File: src/rtl/mbx_pkg.sv
package mbx_pkg;
    localparam int BYTE_W   = 8;
    localparam int WORD_W   = 32;
    localparam int WORD_B   = WORD_W / BYTE_W;

    localparam logic [7:0] A_CTRL  = 8'h01;
    localparam logic [7:0] A_STAT  = 8'h02;
    localparam logic [7:0] A_OUTB  = 8'h30;
    localparam logic [7:0] A_INB   = 8'h38;
    localparam logic [7:0] A_KICK  = 8'h40;
    localparam logic [7:0] KICK_GO = 8'h01;

    localparam int MASK_BIT  = 4;
    localparam int FLAG_BIT  = 1;

    typedef struct packed {
        logic [BYTE_W-1:0] cmd;
        logic [WORD_W-1:0] arg;
    } mbx_req_t;

    typedef struct packed {
        logic              wr;
        logic              rd;
        logic [7:0]        addr;
        logic [BYTE_W-1:0] wdata;
    } mbx_bus_t;

    function automatic logic hit(input mbx_bus_t b, input logic [7:0] a);
        return b.wr && (b.addr == a);
    endfunction
endpackage

File: src/rtl/mbx_status.sv
module mbx_status
    import mbx_pkg::*;
(
    input  logic              clk,
    input  logic              rst,
    input  logic              clr_req,
    input  logic              done,
    input  logic              mask,
    output logic [BYTE_W-1:0] sts_byte,
    output logic              alert_n
);
    logic flag;

    always_ff @(posedge clk) begin
        if (rst)          flag <= 1'b0;
        else if (done)    flag <= 1'b1;
        else if (clr_req) flag <= 1'b0;
    end

    always_comb begin
        sts_byte           = '0;
        sts_byte[FLAG_BIT] = flag;
    end

    assign alert_n = ~(flag & ~mask);

    p_done_sets_r6: assert property (@(posedge clk) disable iff (rst)
        done |=> flag);
    p_w1c_clears_r7: assert property (@(posedge clk) disable iff (rst)
        (clr_req && !done) |=> !flag);
    p_sticky_r7: assert property (@(posedge clk) disable iff (rst)
        (flag && !clr_req) |=> flag);
endmodule

File: src/rtl/mbx_regs.sv
module mbx_regs
    import mbx_pkg::*;
#(
    parameter int MSG_N = 8
) (
    input  logic              clk,
    input  logic              rst,
    input  mbx_bus_t          bus,
    input  logic [BYTE_W-1:0] sts_byte,
    input  logic              done,
    input  logic [WORD_W-1:0] result,
    output logic [BYTE_W-1:0] rdata,
    output logic [BYTE_W-1:0] ctrl,
    output mbx_req_t          req,
    output logic              start
);
    logic [BYTE_W-1:0] inb  [MSG_N];
    logic [BYTE_W-1:0] outb [MSG_N];
    logic [BYTE_W-1:0] rd_mux;

    always_ff @(posedge clk) begin
        if (rst)                  ctrl <= '0;
        else if (hit(bus, A_CTRL)) ctrl <= bus.wdata;
    end

    for (genvar i = 0; i < MSG_N; i++) begin : g_msg
        always_ff @(posedge clk) begin
            if (rst)                          inb[i] <= '0;
            else if (hit(bus, A_INB + 8'(i))) inb[i] <= bus.wdata;
        end
        if (i >= 1 && i <= WORD_B) begin : g_load
            always_ff @(posedge clk) begin
                if (rst)       outb[i] <= '0;
                else if (done) outb[i] <= result[BYTE_W*(i-1) +: BYTE_W];
            end
        end else begin : g_zero
            assign outb[i] = '0;
        end
    end

    always_comb begin
        rd_mux = '0;
        if (bus.addr == A_CTRL) rd_mux = ctrl;
        if (bus.addr == A_STAT) rd_mux = sts_byte;
        for (int i = 0; i < MSG_N; i++) begin
            if (bus.addr == A_OUTB + 8'(i)) rd_mux = outb[i];
            if (bus.addr == A_INB  + 8'(i)) rd_mux = inb[i];
        end
    end

    always_ff @(posedge clk) begin
        if (rst)         rdata <= '0;
        else if (bus.rd) rdata <= rd_mux;
    end

    always_ff @(posedge clk) begin
        if (rst) start <= 1'b0;
        else     start <= hit(bus, A_KICK) && (bus.wdata == KICK_GO);
    end

    always_comb begin
        req.cmd = inb[0];
        for (int b = 0; b < WORD_B; b++)
            req.arg[BYTE_W*b +: BYTE_W] = inb[b+1];
    end

    p_one_shot_r3: assert property (@(posedge clk) disable iff (rst)
        start |=> !start);
    p_start_cause_r4: assert property (@(posedge clk) disable iff (rst)
        start |-> $past(bus.wr && bus.addr == A_KICK && bus.wdata == KICK_GO));
    p_rdata_hold_r2: assert property (@(posedge clk) disable iff (rst)
        !$past(bus.rd) |-> $stable(rdata));
endmodule

File: src/rtl/mbx_target.sv
module mbx_target
    import mbx_pkg::*;
#(
    parameter int MSG_N = 8
) (
    input  logic        clk,
    input  logic        rst,
    input  logic [7:0]  bus_addr,
    input  logic        bus_wr,
    input  logic        bus_rd,
    input  logic [7:0]  bus_wdata,
    output logic [7:0]  bus_rdata,
    output logic        rsp_start,
    output logic [7:0]  rsp_cmd,
    output logic [31:0] rsp_arg,
    input  logic        rsp_done,
    input  logic [31:0] rsp_result,
    output logic        alert_n
);
    mbx_bus_t          bus;
    mbx_req_t          req;
    logic [BYTE_W-1:0] ctrl;
    logic [BYTE_W-1:0] sts_byte;
    logic              clr_req;

    assign bus = '{wr: bus_wr, rd: bus_rd, addr: bus_addr, wdata: bus_wdata};
    assign clr_req = hit(bus, A_STAT) && bus_wdata[FLAG_BIT];

    mbx_regs #(.MSG_N(MSG_N)) u_regs (
        .clk      (clk),
        .rst      (rst),
        .bus      (bus),
        .sts_byte (sts_byte),
        .done     (rsp_done),
        .result   (rsp_result),
        .rdata    (bus_rdata),
        .ctrl     (ctrl),
        .req      (req),
        .start    (rsp_start)
    );

    mbx_status u_status (
        .clk      (clk),
        .rst      (rst),
        .clr_req  (clr_req),
        .done     (rsp_done),
        .mask     (ctrl[MASK_BIT]),
        .sts_byte (sts_byte),
        .alert_n  (alert_n)
    );

    assign rsp_cmd = req.cmd;
    assign rsp_arg = req.arg;

    p_masked_r8: assert property (@(posedge clk) disable iff (rst)
        ctrl[MASK_BIT] |-> alert_n);
    p_alert_after_done_r8: assert property (@(posedge clk) disable iff (rst)
        (rsp_done && !ctrl[MASK_BIT] && !hit(bus, A_CTRL)) |=> !alert_n);
endmodule

File: config.mk
export PLATFORM = sky130hd
export DESIGN_NAME = mbx_target
export DESIGN_NICKNAME = d
export VERILOG_FILES = /design/src/rtl/mbx_pkg.sv /design/src/rtl/mbx_status.sv /design/src/rtl/mbx_regs.sv /design/src/rtl/mbx_target.sv
export SDC_FILE = /design/constraint.sdc
export NUM_CORES = 1
export LEC_CHECK = 0
export BUFFER_PORTS_ARGS = -buffer_cell sky130_fd_sc_hd__buf_2
export CORE_MARGIN = 2
export CORE_UTILIZATION = 30
export CTS_CLUSTER_DIAMETER = 200
export CTS_CLUSTER_SIZE = 16
export DETAILED_ROUTE_END_ITERATION = 12
export GPL_TIMING_DRIVEN = 0
export PLACE_DENSITY = 0.47
export SETUP_SLACK_MARGIN = 0.4
export SYNTH_ARGS = -nofsm -noshare
export SYNTH_HDL_FRONTEND = slang
export SYNTH_SLANG_ARGS = --single-unit
File: constraint.sdc
create_clock -name clk -period 3.04 [get_ports clk]
set_clock_uncertainty 0.2 [all_clocks]
set_input_delay 0.152 -clock clk [delete_from_list [all_inputs] [get_ports clk]]
set_output_delay 0.152 -clock clk [all_outputs]
set_load 0.02 [all_outputs]
# Word-level counts from Yosys, hierarchy flattened
# Memories as Yosys holds them, arrays and structs flattened.
# Index checks and enable logic that the tools add are counted.
# totals
ff_bits,50
ram_bits,64
in_bits,53
out_inout_bits,50
word_cells,108
memories,1
# mem_list
memory,depth,word_bits,rd,rd_ports_with_merged_regs,write_ports,line,source
u_regs.inb,8,8,8,0,8,mbx_regs.sv:17,logic [BYTE_W-1:0] inb [MSG_N];
# op_classes
n_eq_ne,20
muxes,54
bitwise,11
reduce_logical,14
# op_table
operator,n
8-bit 2-to-1 mux,26
"8-bit by 6-bit == test with 1-bit output, second input constant",16
1-bit 2-to-1 mux,28
"8-bit by 1-bit == test with 1-bit output, second input constant",2
1-bit logical AND,13
"8-bit by 2-bit == test with 1-bit output, second input constant",1
"8-bit by 7-bit == test with 1-bit output, second input constant",1
1-bit OR,8
1-bit NOT,2
2-bit nonzero test,1
1-bit bitwise AND,1

# Logic depth before layout (Yosys ltp)
# logic_depth
ltp_word,19
ltp_mapped,8
mapped_depth_nobuf,6

# By module
# From an unflattened synthesis, not the netlist that was laid out.
# unflattened
cells_unflattened,529
hier_area_um2,5844.4
# modules_own_cells
module,n_inst,cells_each,area_per_inst_um2,seq_area_each_um2
mbx_regs,1,512,5701.7,2902.8
mbx_status,1,14,108.9,20.0
mbx_target,1,3,33.8,0.0

# Worst setup path after synthesis
# OpenSTA, ideal clock, no wires.
# synth_path
path_kind,input port to flip-flop
start,input port bus_addr[2]
end,"memory u_regs.inb[6][0], in the netlist u_regs.inb[1][16] (enable)"
setup_time_ns,0.375
arrival_time_ns,1.419
required_ns,2.465
setup_slack_ns,1.047
cell_stages,5
n_path_buf,3
cell_sequence,buf_6 > clkbuf_1 > clkbuf_1 > nand3_1 > o21bai_1
# synth_rtl
element,line,source
from (decl),mbx_target.sv:8,"input logic [7:0] bus_addr,"
to (decl),mbx_regs.sv:17,

==> reports/summary.txt <==
gr ovfl total: 0
slowest CP cell: o21bai_1
wl on met1: 9480 µm
Startpoint Class: primary input
Die Y: 141 µm
Top Ports: 103
Slew Viols, Final: 0
Distinct cells, synth: 53
dpl cell area: 0.00639 mm²
vias per cell: 5.27
hold-critical path depth: 3
Pint: 3.29 mW
violation count after the first detailed-route iteration: 477
met2 wire len: 9050 µm
tightest hold margin: 23.8 ps
relative slew slack: 33.3%
vias in the first global route: 5,139
peak per-stage delay on the critical path: 740 ps
total of max-cap violations: 0
later-pin clock latency in the skew report: 430 ps
WS Path Type: in2reg
crit path buf inv count: 3
Synth Flop Type: edfxtp_1
FF-to-FF End: u_regs.rdata[2]
combinational power share: 10.7%
Met3 Wirelength: 1720 µm
DP Wirelength: 14,700 µm
Top Layer Used: met4
Final nets: 761
Clk pwr share: 48.8%
Tcrit/Tclk final: 81.7%
GPL Wtd Cong: 0.908
drt total wl: 20,500 µm
reg2reg path depth: 6
worst reg2reg path startpoint: u_regs.inb[1][26]
most common cell after layout, fill and taps aside: buf_2
Post-CTS Setup Bufs: 0
number of flops mapped to enable cells by yosys: 64
area grow syn2layout: 32.7%
fin worst setup slack: 556 ps
outcome: finished, final reports clean
Syn Nets: 600
warning count from the yosys run: 0
Syn Area/Cell: 10.2 µm²
CP Capture Type: flop
cell chain of the critical path: buf_2 > nor2b_1 > clkbuf_1 > clkbuf_1 > nand2_1 > o21bai_1
number of synthesized register bits: 114
switch share: 24.3%
die width: 141 µm
# clock sinks: 114
leakage power: 2.89 nW
sequential area share after synthesis: 52.1%
Worst Path Max Fanout: 10
clock buffer depth: 2
All-Layer GR Usage: 21.0%
clk slew on worst S/H paths: 50 ps
hold wc startpoint: bus_rd
RSZ-0062 raised after global routing: no
CP dominant cell by count: clkbuf_1
first-pass GRT wire length: 30,500 µm
initial antenna violation count: 1
DP Worst Slack: 201 ps
H-tree Lvls: 4
antenna cells: 0
CTS tree: yes
Post-Layout Inst Area: 0.00744 mm²
Residual DRC: 0
Root Buffer Master: clkbuf_16
core area: 0.0181 mm²
Slew @ Worst Pin: 992 ps
Data arrival, critical path: 2340 ps
CP Data Required Time: 2890 ps
commonest cells after routing, fill and taps aside: buf_2 (103), nor2_1 (66), and2_1 (64), edfxtp_1 (64), dfxtp_1 (50)
maximum operating frequency: 403 MHz
drt pass-1 iters: 5
CTS Buf Count: 17
maximum VDD drop: 0.372 mV
largest net degree at the start of global routing: 17
Avg WL per Cell: 21.6 µm
# port buffers: 99
Hold/Removal Path Class: in2reg
# setup viols final: 0
setup TNS: 0 ps
Mapped Area: 0.00561 mm²
CP delay by family, top: buffers and inverters
Vias: 5,006
sw power: 1.06 mW
fraction of layout cells with a size suffix above 1: 21.8%
Resize count post-CTS: 0
power density cells: 584 mW/mm²
Syn Inst Count: 547
# rows: 49
Post-synth ARST share: 0%
worst min-delay path endpoint: u_regs.rdata[0]
final hold violation count: 0
R2R Setup Slk: 1120 ps
Initial Util: 30.9%
post-layout min period: 2480 ps
Die Area: 0.0198 mm²
Antenna Nets Post-Route: 0
Sequential Power Share: 40.4%
## layout make-up
class / instances / area, µm²
clock buffer: 21 / 460
timing repair buffer: 142 / 926
sequential: 114 / 2920
buffer: 40 / 198
inverter: 5 / 18.8
fill: 1836 / 10700
multi-input combinational: 388 / 2470
tap: 229 / 287
clock inverter: 11 / 159
## flip-flops by register name, indices dropped and copies added (netlist names)
register       count
u_regs.rdata       8
u_regs.outb       32
u_regs.inb        64
u_regs.ctrl        8
u_regs.start       1
u_status.flag      1
## cell usage after synthesis (3+ instances only)
cell type,instances,area (µm²)
a211oi_1,13,97.6
a21oi_1,24,120
a22o_1,6,52.6
a22oi_1,7,52.6
a2bb2oi_1,5,43.8
a31oi_1,4,25.0
and2_1,64,400
buf_1,4,15.0
buf_2,4,20.0
buf_4,9,67.6
clkbuf_1,21,78.8
dfxtp_1,50,1000
edfxtp_1,64,1920
inv_1,4,15.0
mux2_2,7,78.8
mux2i_1,41,410
nand2_1,26,97.6
nand2b_1,3,18.8
nand3_1,19,95.1
nor2_1,66,248
nor2b_1,8,50.1
nor3_1,10,50.1
nor4_1,3,18.8
o21a_1,11,82.6
o21ai_0,28,140
o21bai_1,9,67.6
o221ai_1,4,35.0
## per-layer routing
layer	vias up	GRT usage (%)
met5	-	0
met4	0	5.53
met3	26	6.76
met2	239	32.5
met1	2420	28.4
li1	2321	-
## per-stage QoR
stage	power, mW	util (%)	cells
3_3_place_gp	2.20	35.2	875
5_1_grt	4.48	41.0	950
4_1_cts	4.37	41.0	950
6_report	4.34	41.0	950
2_1_floorplan	2.01	-	547
3_5_place_dp	2.21	35.2	875
## cell families after synthesis
logic type | count (synthesis) | share of synthesized area (%)
AOI/OAI and AO/OA | 128 | 15.5
buffers and inverters | 45 | 3.86
DFF | 114 | 52.1
muxes | 48 | 8.73
and+or+nand+nor | 212 | 19.8
## power by group through the flow
stage / combinational (mW) / clock (mW) / sequential (mW)
3_5_place_dp: 0.419 / 0 / 1.79
5_1_grt: 0.500 / 2.22 / 1.76
4_1_cts: 0.463 / 2.15 / 1.76
6_report: 0.467 / 2.12 / 1.76
2_1_floorplan: 0.210 / 0 / 1.80
3_3_place_gp: 0.416 / 0 / 1.79
## how the worst max path moves through the flow
stage                     cells after the start   startpoint                 to
after global placement                        5  bus_addr[6]  u_regs.inb[0][20]
after CTS                                     5       bus_wr  u_regs.inb[0][15]
after floorplan                               5  bus_addr[2]  u_regs.inb[1][16]
final                                         6  bus_addr[1]  u_regs.inb[0][21]
after detailed placement                      5  bus_addr[6]  u_regs.inb[0][19]
after global routing                          6  bus_addr[1]  u_regs.inb[0][16]
## what timing repair did
action	in CTS	in global routing
hold buffers	43	0
hold endpoints to repair	42	0
endpoints found under the setup margin	0	0
## tightest hold or removal path, stage by stage
cell       delay (ps)
clkbuf_1          200
nor2_1            180
a2111oi_2          60
(Power assumes the default switching activity.)
